--- src/rtl/dma_pkg.sv ---
package dma_pkg;

    localparam int UNIT_CH    = 4;
    localparam int NUM_CH     = 2 * UNIT_CH;
    localparam int CH_W       = $clog2(NUM_CH);
    localparam int UIDX_W     = $clog2(UNIT_CH);
    localparam int CASCADE_CH = UNIT_CH;
    localparam int MODE_W     = 3;

    typedef enum logic [1:0] {
        SEQ_IDLE = 2'd0,
        SEQ_HOLD = 2'd1,
        SEQ_XFER = 2'd2
    } seq_state_e;

    typedef enum logic [1:0] {
        CFG_BASE_ADDR = 2'd0,
        CFG_BASE_CNT  = 2'd1,
        CFG_MODE      = 2'd2
    } cfg_sel_e;

    // bit 0 block, bit 1 memory-to-I/O, bit 2 auto-init
    typedef struct packed {
        logic auto_init;
        logic mem_to_io;
        logic block;
    } ch_mode_t;

    function automatic logic is_word_ch(input logic [CH_W-1:0] ch);
        return ch >= CH_W'(CASCADE_CH);
    endfunction

endpackage

--- src/rtl/dma_unit_arb.sv ---
module dma_unit_arb
    import dma_pkg::*;
(
    input  logic [UNIT_CH-1:0] req,
    output logic               valid,
    output logic [UIDX_W-1:0]  idx
);
    // Fixed priority: lowest index wins.
    always_comb begin
        valid = 1'b0;
        idx   = '0;
        for (int i = UNIT_CH - 1; i >= 0; i--) begin
            if (req[i]) begin
                valid = 1'b1;
                idx   = UIDX_W'(i);
            end
        end
    end
endmodule

--- src/rtl/dma_chan_regs.sv ---
module dma_chan_regs
    import dma_pkg::*;
#(
    parameter int ADDR_W = 16,
    parameter int CNT_W  = 16,
    parameter int DATA_W = 16
) (
    input  logic              clk,
    input  logic              rst,
    input  logic              wr_en,
    input  logic [1:0]        wr_sel,
    input  logic [DATA_W-1:0] wr_data,
    input  logic              step,
    output logic [ADDR_W-1:0] cur_addr,
    output logic [CNT_W-1:0]  cur_cnt,
    output ch_mode_t          mode
);
    logic [ADDR_W-1:0] base_addr;
    logic [CNT_W-1:0]  base_cnt;

    always_ff @(posedge clk) begin
        if (rst) begin
            base_addr <= '0;
            base_cnt  <= '0;
            cur_addr  <= '0;
            cur_cnt   <= '0;
            mode      <= '0;
        end else if (wr_en) begin
            case (cfg_sel_e'(wr_sel))
                CFG_BASE_ADDR: begin
                    base_addr <= wr_data[ADDR_W-1:0];
                    cur_addr  <= wr_data[ADDR_W-1:0];
                end
                CFG_BASE_CNT: begin
                    base_cnt <= wr_data[CNT_W-1:0];
                    cur_cnt  <= wr_data[CNT_W-1:0];
                end
                CFG_MODE: mode <= ch_mode_t'(wr_data[MODE_W-1:0]);
                default: ;
            endcase
        end else if (step) begin
            if (cur_cnt == '0 && mode.auto_init) begin
                cur_addr <= base_addr;
                cur_cnt  <= base_cnt;
            end else begin
                cur_addr <= cur_addr + ADDR_W'(1);
                cur_cnt  <= cur_cnt - CNT_W'(1);
            end
        end
    end
endmodule

--- src/rtl/dma_seq.sv ---
module dma_seq
    import dma_pkg::*;
(
    input  logic            clk,
    input  logic            rst,
    input  logic            req_valid,
    input  logic [CH_W-1:0] req_ch,
    input  logic            hold_ack,
    input  logic            last,
    input  logic            block_mode,
    output logic            hold_req,
    output logic            fire,
    output logic [CH_W-1:0] grant_ch
);
    seq_state_e state;

    assign hold_req = (state != SEQ_IDLE);
    assign fire     = (state == SEQ_XFER) && hold_ack;

    always_ff @(posedge clk) begin
        if (rst) begin
            state    <= SEQ_IDLE;
            grant_ch <= '0;
        end else begin
            case (state)
                SEQ_IDLE: if (req_valid) begin
                    grant_ch <= req_ch;
                    state    <= SEQ_HOLD;
                end
                SEQ_HOLD: if (hold_ack) state <= SEQ_XFER;
                SEQ_XFER: if (fire && (last || !block_mode)) state <= SEQ_IDLE;
                default:  state <= SEQ_IDLE;
            endcase
        end
    end
endmodule

--- src/rtl/dma_cascade_ctrl.sv ---
module dma_cascade_ctrl
    import dma_pkg::*;
#(
    parameter int ADDR_W = 16,
    parameter int CNT_W  = 16,
    parameter int DATA_W = 16
) (
    input  logic              clk,
    input  logic              rst,
    input  logic [7:0]        ch_req,
    output logic [7:0]        ch_ack,
    output logic              hold_req,
    input  logic              hold_ack,
    input  logic              cfg_we,
    input  logic [2:0]        cfg_ch,
    input  logic [1:0]        cfg_sel,
    input  logic [DATA_W-1:0] cfg_data,
    output logic              xfer_valid,
    output logic [2:0]        xfer_ch,
    output logic [ADDR_W-1:0] xfer_addr,
    output logic              xfer_mem_to_io,
    output logic              xfer_word,
    output logic              tc_pulse
);
    logic [ADDR_W-1:0] cur_addr_a [NUM_CH];
    logic [CNT_W-1:0]  cur_cnt_a  [NUM_CH];
    ch_mode_t          mode_a     [NUM_CH];

    logic [NUM_CH-1:0] req_eff;
    logic              sec_valid, pri_valid;
    logic [UIDX_W-1:0] sec_idx, pri_idx;
    logic [CH_W-1:0]   pick_ch, grant_ch;
    logic              fire, last;

    // The cascade slot carries the lower unit's request, not its own line.
    assign req_eff = ch_req & ~(NUM_CH'(1) << CASCADE_CH);

    dma_unit_arb sec_arb_i (
        .req   (req_eff[UNIT_CH-1:0]),
        .valid (sec_valid),
        .idx   (sec_idx)
    );

    dma_unit_arb pri_arb_i (
        .req   ({req_eff[NUM_CH-1:UNIT_CH+1], sec_valid}),
        .valid (pri_valid),
        .idx   (pri_idx)
    );

    assign pick_ch = (pri_idx == '0) ? {1'b0, sec_idx} : {1'b1, pri_idx};

    assign last = (cur_cnt_a[grant_ch] == '0);

    dma_seq seq_i (
        .clk        (clk),
        .rst        (rst),
        .req_valid  (pri_valid),
        .req_ch     (pick_ch),
        .hold_ack   (hold_ack),
        .last       (last),
        .block_mode (mode_a[grant_ch].block),
        .hold_req   (hold_req),
        .fire       (fire),
        .grant_ch   (grant_ch)
    );

    for (genvar c = 0; c < NUM_CH; c++) begin : g_ch
        if (c == CASCADE_CH) begin : g_link
            assign cur_addr_a[c] = '0;
            assign cur_cnt_a[c]  = '0;
            assign mode_a[c]     = '0;
        end else begin : g_regs
            logic wr_en_c, step_c;
            assign wr_en_c = cfg_we && (cfg_ch == CH_W'(c));
            assign step_c  = fire && (grant_ch == CH_W'(c));
            dma_chan_regs #(
                .ADDR_W (ADDR_W),
                .CNT_W  (CNT_W),
                .DATA_W (DATA_W)
            ) regs_i (
                .clk      (clk),
                .rst      (rst),
                .wr_en    (wr_en_c),
                .wr_sel   (cfg_sel),
                .wr_data  (cfg_data),
                .step     (step_c),
                .cur_addr (cur_addr_a[c]),
                .cur_cnt  (cur_cnt_a[c]),
                .mode     (mode_a[c])
            );
        end
    end

    assign ch_ack         = fire ? (NUM_CH'(1) << grant_ch) : '0;
    assign xfer_valid     = fire;
    assign xfer_ch        = grant_ch;
    assign xfer_addr      = cur_addr_a[grant_ch];
    assign xfer_mem_to_io = mode_a[grant_ch].mem_to_io;
    assign xfer_word      = is_word_ch(grant_ch);
    assign tc_pulse       = fire && last;
endmodule

--- config.mk ---
export PLATFORM = sky130hd
export DESIGN_NAME = dma_cascade_ctrl
export DESIGN_NICKNAME = d
export VERILOG_FILES = /design/src/rtl/dma_pkg.sv /design/src/rtl/dma_unit_arb.sv /design/src/rtl/dma_chan_regs.sv /design/src/rtl/dma_seq.sv /design/src/rtl/dma_cascade_ctrl.sv
export SDC_FILE = /design/constraint.sdc
export NUM_CORES = 1
export LEC_CHECK = 0
export BUFFER_PORTS_ARGS = -buffer_cell sky130_fd_sc_hd__buf_2
export CORE_UTILIZATION = 25
export DETAILED_ROUTE_END_ITERATION = 7
export GPL_ROUTABILITY_DRIVEN = 1
export PLACE_DENSITY = 0.38
export SYNTH_ARGS = -nofsm -noshare
export SYNTH_HDL_FRONTEND = slang
export SYNTH_SLANG_ARGS = --single-unit
--- constraint.sdc ---
create_clock -name clk -period 1.9 [get_ports clk]
set_input_delay 0.285 -clock clk [delete_from_list [all_inputs] [get_ports clk]]
set_output_delay 0.285 -clock clk [all_outputs]
set_load 0.005 [all_outputs]
==> flow_summary_export.csv, run 1 <==
group,metric,value,unit
outcome,outcome,"complete, but fails checks",
outcome,violations,"negative setup slack",
synthesis,synth_cells,3488,
run,drv_cap,0,
floorplan,io_pins,65,
power_and_ir_drop,p_total,26.26,mW
timing,grt_setup_unrepaired,"true",
place,place_inst,5222,
setup_path,crit_type,"flop to output port",
synthesis,synth-async-reset-ratio,0,%
setup_path,slowest_stage,"or3_4",
global_routing,gr-total-overflow,0,
place,place.port_buffers,63,
place,dpl.hpwl,79.24,mm
global_routing,grt_max_degree,104,
setup_path,cp-end-kind,"output port",
drt,firstDrtPassIters,7,
cells_and_area,fin_cells,5429,
drt,post-route-drc-count,0,
clock_network,clk_pin_slew,0.06,ns
global_routing,first_global_vias,26490,
synthesis,ys_warn_count,0,
clock_network,cts_sinks,474,
clock_network,clk_latency,0.68,ns
timing,min_period_over_period,145.2,%
timing,worst_slack,-0.8583,ns
cells_and_area,post-route-util,37.02,%
cells_and_area,nNetsFinal,4068,
setup_path,cp_data_required_time,1.62,ns
power_and_ir_drop,pwr_density_cell,693.2,nW/um^2
drt,ant_nets,0,
floorplan,core,102300,um^2
place,gp_congestion,0.8580,
synthesis,synth_fp_nets,3542,
clock_network,cts_root_buf,"clkbuf_16",
synthesis,synth_area,25910,um^2
cells_and_area,final_common_cell,"nand2_1",
synthesis,ys_types,78,
setup_path,slowest_delay,0.38,ns
drt,wl_per_cell,22.11,um
power_and_ir_drop,ir_worst_vdd,0.7511,mV
global_routing,grt_antenna_before_repair,8,
hold_path,holdCritPathClass,"input pin to flop",
synthesis,ys.flop_type,"dfxtp_1",
place,dpl_cell_area,32350,um^2
timing,finalWorstPathRequiredPeriod,2.758,ns
floorplan,initial_utilization,25.32,%
setup_path,path_max_fanout,2,
place,pre_cts_ws,-0.5544,ns
synthesis,avgSynthCellArea,7.428,um^2
floorplan,dieArea,104900,um^2
floorplan,die_w,323.9,um
timing,finalSetupViolations,174,
timing,maxClockFrequency,362.5,MHz
setup_path,cp_top_family,"simple AND/OR/NAND/NOR gates",
synthesis,synth_top_area_share,36.63,%
timing,finalHoldViolCount,0,
synthesis,synth_area_leaders,"dfxtp_1 37%, nand2_1 11%, a21oi_1 6.3%, nor2_1 5.3%, o211ai_1 3.9%",
cells_and_area,final_area,37880,um^2
drt,routed_wirelength,120.0,mm
synthesis,ys_ff_latch,474,
global_routing,track_usage,22.35,%
power_and_ir_drop,p_leak,14.29,nW
synthesis,ys_seq_area_share,36.63,%
cells_and_area,final_cell_mix,"715 x nand2_1, 495 x buf_4, 456 x dfxtp_1",
timing,fin_worst_skew,0.03003,ns
setup_path,crit_chain,"or3_4 -> or2_4 -> o211ai_1 -> o21ai_2 -> nor3_2 -> buf_4 -> buf_6",
setup_path,cp.arrival,2.47,ns
drt,vias,27660,
timing,drv_slew,0,
global_routing,grt_pass1_wl,177.3,mm
synthesis,synth-edff-count,0,
clock_network,numCtsBuffers,61,
clock_network,clockBufferDepth,3,
synthesis,synth_area_leader_cell,"dfxtp_1",
floorplan,row_count,117,
drt,drt_iter0_markers,2087,
setup_path,critPathBufInv,2,
timing,slew_headroom,60.63,%
cells_and_area,final_layout_size_suffix_gt1_share,29.77,%
timing,tightest_slew,0.5905,ns
cells_and_area,area_delta_synth_final,46.21,%
floorplan,die_y,323.9,um
setup_path,start_kind,"flop",
drt,viasPerCell,5.096,
clock_network,htreeDepth,2,
clock_network,tritoncts,"built",
logic make-up (layout without fill, tap and decap cells):
group,after synthesis,count (layout),share of synthesized area (%)
muxes,44,44,2.574
other,0,3,0
adders and majority gates,21,21,1.014
DFF,474,474,36.63
and+or+nand+nor,1503,1504,25.55
buffers and inverters,334,903,5.341
xor gates and xnor gates,162,162,5.476
AOI/OAI and AO/OA,950,950,23.42
per-layer routing:
layer / global-route usage (%) / part of all wire [%] / up-vias
li1: - / - / 13410
met1: 31.80 / 48 / 13460
met2: 36.00 / 46 / 644
met3: 2.678 / 4.5 / 149
met4: 4.560 / 1.9 / 4
met5: 0 / 0.022 / -
layout make-up:
| class | count | area (um^2) |
|---|---|---|
| fill | 10620 | 64450 |
| multi-input combinational | 2681 | 16910 |
| sequential | 474 | 9519 |
| timing repair buffer | 761 | 7535 |
| clock buffer | 92 | 1803 |
| tap | 1368 | 1712 |
| clock inverter | 15 | 254.0 |
| inverter | 35 | 137.6 |
| antenna | 3 | 7.507 |
cell usage after synthesis (11+ instances only):
library cell	instances
a211oi_1	125
a21oi_1	327
a311oi_1	60
and3_1	14
buf_1	18
buf_2	46
clkbuf_1	224
dfxtp_1	474
ha_1	21
inv_1	35
mux2i_1	25
mux4_2	18
nand2_1	765
nand3_1	104
nand4_1	39
nor2_1	365
nor3_1	77
nor4_1	28
o211ai_1	136
o21a_1	14
o21ai_0	185
o221a_2	13
o31a_1	15
or3_1	14
or4_1	11
xnor2_1	78
xor2_1	84
worst register-to-register path, delay by kind of cell, from the launching register on:
| kind | cells | cell delay [ns] |
|---|---|---|
| buffers and inverters | 7 | 0.90 |
| AND/OR/NAND/NOR | 5 | 0.58 |
| flip-flops | 1 | 0.33 |
| AO/OA/AOI/OAI | 1 | 0.20 |
worst paths after layout:
check	start	end	slack, ns	cells after the start
worst min-delay path	cfg_data[9]	g_ch[0].g_regs.regs_i.base_cnt[9]	0.07	3
worst max register to register	seq_i.grant_ch[2]	g_ch[0].g_regs.regs_i.cur_addr[15]	-0.20	13
worst max-delay path	g_ch[6].g_regs.regs_i.cur_cnt[12]	tc_pulse	-0.86	7
worst min register to register	g_ch[2].g_regs.regs_i.base_cnt[6]	g_ch[2].g_regs.regs_i.base_cnt[6]	0.45	2
report_power, final:
group,internal (mW),total [mW],switching [mW]
combinational,1.73,3.91,2.18
clock,7.18,12.1,4.94
sequential,10.1,10.2,0.147
total,19.0,26.3,7.27
metrics by stage:
stage / hold slack [ns] / TNS [ns]
finish: 0.06942 / -26.90
detailed placement: 0.4452 / -33.75
floorplan: 0.4316 / -0.1998
global placement: 0.4383 / -31.76
global route: 0.07679 / -46.62
CTS: 0.02080 / -24.55
registers in the layout (all words and copies together), names as in the netlist:
signal,flops
g_ch.g_regs.regs_i.base_addr,112
g_ch.g_regs.regs_i.base_cnt,112
g_ch.g_regs.regs_i.cur_addr,112
g_ch.g_regs.regs_i.cur_cnt,112
g_ch.g_regs.regs_i.mode,21
seq_i.grant_ch,3
seq_i.state,2
timing repair:
action	in CTS	in global routing
buffers inserted	54	36
setup endpoints to repair	219	248
hold buffers	4	0
resized for setup	360	222
gates cloned	17	7
endpoints found under the hold margin	14	0
pin swaps	109	95
Power figures use the tool's default switching activity.
==> run 2: changes to the inputs <==
--- a/config.mk
+++ b/config.mk
@@ -5,7 +5,9 @@
 export SDC_FILE = /design/constraint.sdc
 export NUM_CORES = 1
 export LEC_CHECK = 0
+export ABC_AREA = 1
 export BUFFER_PORTS_ARGS = -buffer_cell sky130_fd_sc_hd__buf_2
+export CAP_MARGIN = 20
 export CORE_UTILIZATION = 25
 export DETAILED_ROUTE_END_ITERATION = 7
 export GPL_ROUTABILITY_DRIVEN = 1
==> run 2 against run 1 <==
The flow still finishes with violations (negative setup slack). Sequential share of layout area increased by 0.71 points. Combinational power is 15% higher. Hold slack got worse by 0.031 ns. Fmax rose by 4.4%. Sequential cell count is the same. Register-to-register slack better by 0.06 ns. Non-clock buffer count down 62. Critical endpoint unchanged.
==> flow_summary_export.csv, run 2 <==
group,metric,value,unit
timing,grt_setup_unrepaired,"true",
timing,drv_slew,0,
synthesis,synth-edff-count,0,
synthesis,synth_fp_nets,3939,
global_routing,first_global_vias,27470,
cells_and_area,seq_area,9505,um^2
synthesis,synth_area_leader_cell,"dfxtp_1",
floorplan,initial_utilization,25.39,%
floorplan,row_count,118,
clock_network,numCtsBuffers,61,
power_and_ir_drop,p_leak,15.16,nW
synthesis,ys_types,52,
synthesis,ys_seq_area_share,35.85,%
timing,finalWorstPathRequiredPeriod,2.641,ns
global_routing,track_usage,23.50,%
floorplan,io_pins,65,
drt,firstDrtPassIters,7,
setup_path,start_kind,"flop",
synthesis,synth_area_leaders,"dfxtp_1 36%, o21ai_0 9.5%, nand2_1 9.5%, a21oi_1 6.7%, nor2_1 5.4%",
setup_path,cp-end-kind,"output port",
floorplan,dieArea,107200,um^2
cells_and_area,final_common_cell,"nand2_1",
place,place.port_buffers,63,
hold_path,min-delay-start,"rst",
cells_and_area,fillCellCount,11300,
place,pre_cts_ws,-0.3300,ns
global_routing,grt_max_degree,91,
cells_and_area,final_cell_mix,"637 x nand2_1, 467 x dfxtp_1, 461 x buf_4",
timing,tightest_slew,0.9932,ns
clock_network,clk_pin_slew,0.06,ns
timing,slew_headroom,33.72,%
setup_path,cp.arrival,2.36,ns
clock_network,cts_root_buf,"clkbuf_16",
drt,vias,28850,
clock_network,clockBufferDepth,3,
setup_path,cp_data_required_time,1.62,ns
timing,fin_worst_skew,0.01732,ns
cells_and_area,multi_input_area,15710,um^2
drt,drt_iter0_markers,2321,
floorplan,core,104200,um^2
power_and_ir_drop,pwr_density_cell,724.6,nW/um^2
clock_network,tritoncts,"built",
global_routing,gr-total-overflow,0,
setup_path,crit_start,"seq_i.grant_ch[2]",
timing,finalHoldViolCount,0,
drt,wl_per_cell,22.09,um
clock_network,cts_sinks,474,
synthesis,synth-async-reset-ratio,0,%
setup_path,path_max_fanout,11,
synthesis,synth_area,26470,um^2
synthesis,synth_cells,3885,
synthesis,avgSynthCellArea,6.813,um^2
timing,min_period_over_period,139.0,%
clock_network,clk_latency,0.67,ns
timing,whs,0.03803,ns
cells_and_area,area_delta_synth_final,39.00,%
drt,viasPerCell,4.952,
hold_path,holdCritPathClass,"input pin to flop",
timing,worst_slack,-0.7413,ns
outcome,violations,"negative setup slack",
cells_and_area,final_layout_size_suffix_gt1_share,25.08,%
place,dpl.hpwl,92.00,mm
global_routing,grt_pass1_wl,188.9,mm
floorplan,die_w,327.4,um
synthesis,synthTopCellsByCount,"667 x nand2_1, 502 x o21ai_0, 474 x dfxtp_1",
drt,ant_nets,0,
synthesis,synth_top_area_share,35.85,%
floorplan,die_y,327.4,um
timing,finalSetupViolations,114,
power_and_ir_drop,ir_worst_vdd,0.6902,mV
timing,maxClockFrequency,378.6,MHz
synthesis,ys_warn_count,0,
clock_network,htreeDepth,2,
synthesis,ys.flop_type,"dfxtp_1",
synthesis,ys_ff_latch,474,
cells_and_area,nNetsFinal,4448,
outcome,outcome,"complete, but fails checks",
run,drv_cap,0,
drt,post-route-drc-count,0,
setup_path,crit_type,"flop to output port",
drt,routed_wirelength,128.7,mm
cells_and_area,post-route-util,35.30,%
place,gp_congestion,0.9152,
synthesis,yosysMostFrequentCell,"nand2_1",
setup_path,r2r_start,"seq_i.grant_ch[1]",
global_routing,grt_antenna_before_repair,8,
==> run 2: path summary, 6_finish.rpt <==
path / endpoint / slack (ns) / depth (start not counted)
worst max-delay path: tc_pulse / -0.74 / 9
worst min-delay path: g_ch[6].g_regs.regs_i.cur_addr[7] / 0.04 / 4
worst max register to register: g_ch[2].g_regs.regs_i.cur_addr[10] / -0.14 / 15
worst min register to register: g_ch[1].g_regs.regs_i.base_cnt[10] / 0.45 / 2
==> run 2: logic make-up after synthesis <==
| family | count (synthesis) | synth area share (%) |
|---|---|---|
| AOI/OAI and AO/OA | 1249 | 26.94 |
| xor gates and xnor gates | 88 | 2.912 |
| adders and majority gates | 21 | 0.9926 |
| buffers and inverters | 606 | 9.501 |
| DFF | 474 | 35.85 |
| and+or+nand+nor | 1447 | 23.80 |
==> run 2: what timing repair did <==
action                                 4_1_cts  5_1_grt
gates resized for setup                    238      305
endpoints found under the hold margin        4        0
cloned                                       6        5
pin swaps                                   52       85
hold buffers                                 2        0
setup endpoints to repair                  123      227
buffers inserted                            69       47
==> run 2: metal layers <==
| layer | up-vias | share of wire (%) | GRT usage, % |
|---|---|---|---|
| met4 | 2 | 2.8 | 5.912 |
| met3 | 142 | 5.1 | 2.888 |
| met1 | 13760 | 48 | 33.75 |
| met2 | 662 | 44 | 36.89 |
| li1 | 14290 | - | - |
| met5 | - | 0.010 | 0 |
==> run 2: where the power goes <==
part / switching [mW] / leakage (nW) / total [mW] / internal, mW
clock: 5.01 / 1.00 / 11.9 / 6.92
combinational: 2.64 / 10.3 / 4.48 / 1.84
sequential: 0.152 / 3.83 / 10.3 / 10.1
total: 7.80 / 15.2 / 26.7 / 18.9
==> run 2: per-stage QoR <==
step                total power [mW]  std cells  TNS [ns]  cell area, um^2
detailed placement             14.19       5625    -4.626            32080
floorplan                      12.21       3885         0            26470
finish                         26.66       5827    -19.47            36790
global route                   27.66       5826    -32.49            36790
CTS                            26.63       5796    -15.44            35510
global placement               14.20       5625    -3.806            32080
==> run 2: cell type report <==
class                           count  share of cell area [%]
Antenna cell                        1                0.006801
Clock buffer                       91                   4.897
Clock inverter                     24                  0.5475
Inverter                          351                   3.775
Multi-Input combinational cell   2807                   42.70
Sequential cell                   474                   25.83
Tap cell                         1380                   4.693
Timing Repair Buffer              699                   17.55
==> run 2: critical path: stages, from the launching register on <==
cell and delay [ns]:
dfxtp_4 0.36, buf_12 0.17, nand4_1 0.42, nand3_1 0.20
nand2_1 0.07, nor2_1 0.08, nand3_1 0.09, buf_6 0.15
inv_2 0.04, buf_2 0.10
==> run 3: changes to the inputs <==
--- a/config.mk
+++ b/config.mk
@@ -14,4 +14,5 @@
 export PLACE_DENSITY = 0.38
 export SYNTH_ARGS = -nofsm -noshare
 export SYNTH_HDL_FRONTEND = slang
+export SYNTH_HIERARCHICAL = 1
 export SYNTH_SLANG_ARGS = --single-unit
==> run 3 against run 2 <==
Total power up 6.0%. The run still ends with negative setup slack left. Count of clock-buffer cells in the layout up 6. Largest cell class unchanged. Worst setup slack worse by 0.14 ns.
==> flow_summary_export.csv, run 3 <==
group,metric,value,unit
outcome,outcome,"complete, but fails checks",
outcome,violations,"negative setup slack",
timing,grt_setup_unrepaired,"true",
synthesis,ys_warn_count,6,
setup_path,cp.arrival,2.50,ns
cells_and_area,final_common_cell,"nand2_1",
synthesis,ys_ff_latch,474,
clock_network,cts_root_buf,"clkbuf_16",
floorplan,row_count,127,
synthesis,avgSynthCellArea,6.161,um^2
cells_and_area,final_area,39470,um^2
drt,ant_nets,0,
timing,setup-tns-final,-27.13,ns
place,dpl_cell_area,35670,um^2
timing,finalSetupViolations,60,
timing,worst_slack,-0.8823,ns
cells_and_area,final_layout_size_suffix_gt1_share,19.08,%
clock_network,htreeDepth,3,
timing,min_period_over_period,146.4,%
global_routing,gr-total-overflow,0,
synthesis,ys_types,32,
drt,routed_wirelength,144.9,mm
place,gp_congestion,0.9117,
clock_network,numCtsBuffers,67,
synthesis,ys.flop_type,"dfxtp_1",
global_routing,grt_max_degree,65,
timing,drv_slew,0,
synthesis,synth-async-reset-ratio,0,%
setup_path,path_max_fanout,4,
floorplan,dieArea,123700,um^2
setup_path,crit_type,"flop to output port",
cells_and_area,nNetsFinal,5366,
clock_network,tritoncts,"built",
setup_path,cp_data_required_time,1.62,ns
drt,route.met3.wl,6.591,mm
global_routing,first_global_vias,31490,
timing,maxClockFrequency,359.4,MHz
drt,vias,33640,
hold_path,holdCritPathClass,"input pin to flop",
synthesis,synth-edff-count,0,
power_and_ir_drop,pwr_density_cell,715.8,nW/um^2
drt,viasPerCell,4.824,
setup_path,reg2reg_slack,-0.40,ns
timing,finalWorstPathRequiredPeriod,2.782,ns
setup_path,regToRegEndpoint,"g_ch[0].g_regs.regs_i/cur_cnt[13]",
drt,highest_layer,"met4",
floorplan,io_pins,65,
setup_path,r2r_start,"seq_i/grant_ch[0]",
synthesis,ys_seq_area_share,31.03,%
setup_path,worstRegToRegCells,16,
setup_path,endpoint,"tc_pulse",
power_and_ir_drop,ir_worst_vdd,0.6321,mV
drt,wl_met1,71.24,mm
setup_path,crit_start,"seq_i/grant_ch[1]",
run,drv_cap,0,
synthesis,synthTopCellsByCount,"995 x nand2_1, 676 x inv_1, 566 x nor2_1",
drt,post-route-drc-count,0,
timing,whs,0.1136,ns
timing,slew_headroom,61.27,%
timing,fin_worst_skew,0.03425,ns
synthesis,yosysMostFrequentCell,"nand2_1",
timing,finalHoldViolCount,0,
synthesis,synth_area_leader_cell,"dfxtp_1",
synthesis,synth_fp_nets,5018,
clock_network,clk_pin_slew,0.06,ns
place,pre_cts_ws,-0.9384,ns
floorplan,die_y,351.8,um
clock_network,cts_sinks,474,
global_routing,track_usage,23.06,%
global_routing,grt_pass1_wl,212.7,mm
synthesis,synth_area,30580,um^2
drt,firstDrtPassIters,6,
synthesis,synth_top_area_share,31.03,%
clock_network,clk_latency,0.65,ns
synthesis,synth_cells,4964,
cells_and_area,area_delta_synth_final,29.05,%
place,dpl.hpwl,103.0,mm
setup_path,cp-end-kind,"output port",
clock_network,clockBufferDepth,3,
global_routing,grt_antenna_before_repair,5,
setup_path,start_kind,"flop",
cells_and_area,final_cell_mix,"967 x nand2_1, 669 x inv_1, 514 x nor2_1",
drt,wl_per_cell,20.78,um
drt,drt_iter0_markers,2811,
timing,tightest_slew,0.5810,ns
place,place.port_buffers,63,
floorplan,die_w,351.8,um
floorplan,core,120600,um^2
drt,wl_met2,63.60,mm
power_and_ir_drop,p_leak,18.08,nW
synthesis,synth_area_leaders,"dfxtp_1 31%, nand2_1 12%, inv_1 8.3%, o21ai_0 8.1%, a21oi_1 7.9%",
floorplan,initial_utilization,25.36,%
-- run 3: cell count changes after synthesis, moves of 59 or more --
cell / before / now
nand4_1: 28 / 262
nand3_1: 216 / 418
o211ai_1: 132 / 0
nor2_1: 378 / 566
xor2_1: 59 / 0
a21oi_1: 356 / 485
a211oi_1: 100 / 6
nand3_2: 0 / 63
nand2_1: 667 / 995
inv_1: 315 / 676
-- run 3: critical path, cell delays in order (launching register included) --
cell,delay (ns)
dfxtp_4,0.40
buf_8,0.14
nor2_4,0.05
buf_4,0.13
nand2_2,0.06
nand2_2,0.07
nor2_4,0.12
nand3_2,0.11
nand2_1,0.11
nand2_2,0.08
nor3_4,0.32
buf_4,0.18
buf_6,0.08
-- run 3: metal layers --
metal  track usage (%)  up-vias
met2             35.43      732
li1                  -    16970
met3             2.658      148
met1             33.69    15790
met5                 0        -
met4             6.176        0
-- run 3: per-stage QoR --
stage / instances / power [mW] / utilization, %
after global placement: 6824 / 14.77 / 29.58
final: 6975 / 28.25 / 32.72
after CTS: 6962 / 28.46 / 32.12
after floorplan: 4964 / 12.62 / -
after global routing: 6974 / 29.41 / 32.72
after detailed placement: 6824 / 14.77 / 29.58
-- run 3: how the worst min path moves through the flow --
stage,from,to,slack (ns),cells after the start
CTS,hold_ack,seq_i/state[1],0.07,4
detailed placement,g_ch[0].g_regs.regs_i/base_cnt[1],g_ch[0].g_regs.regs_i/base_cnt[1],0.44,2
global route,rst,seq_i/state[1],0.13,3
floorplan,rst,g_ch[0].g_regs.regs_i/mode[0],0.35,1
finish,hold_ack,seq_i/state[1],0.11,4
global placement,g_ch[0].g_regs.regs_i/base_cnt[1],g_ch[0].g_regs.regs_i/base_cnt[1],0.44,2
-- run 3: cell families after synthesis --
logic type               share of synthesized area, %
flip-flops                                      31.03
XOR/XNOR                                       0.4009
AO/OA/AOI/OAI                                   17.11
AND/OR/NAND/NOR                                 37.75
adder cells (fa/ha/maj)                        0.8591
buffers and inverters                           12.85
-- run 3: timing repair --
| item | 4_1_cts | 5_1_grt |
|---|---|---|
| pin swaps | 29 | 32 |
| hold buffers | 1 | 0 |
| endpoints found under the hold margin | 1 | 0 |
| resized for setup | 186 | 164 |
| endpoints found under the setup margin | 252 | 184 |
| gates cloned | 0 | 5 |
| buffers inserted | 20 | 11 |
-- run 3: report_power, final --
group          total (mW)  switching (mW)  internal (mW)
registers            10.3           0.170           10.1
clock network        13.3            5.30           7.97
logic                4.70            2.98           1.72
-- run 3: layout make-up --
cell class	count	area, um^2
multi-input cells	3518	17960
diodes	1	2.502
repair buffers	509	4855
inverters	742	2864
well taps	1612	2017
fillers	13350	81140
clock buffers	97	1992
flip-flops and latches	474	9503
clock inverters	22	277.8
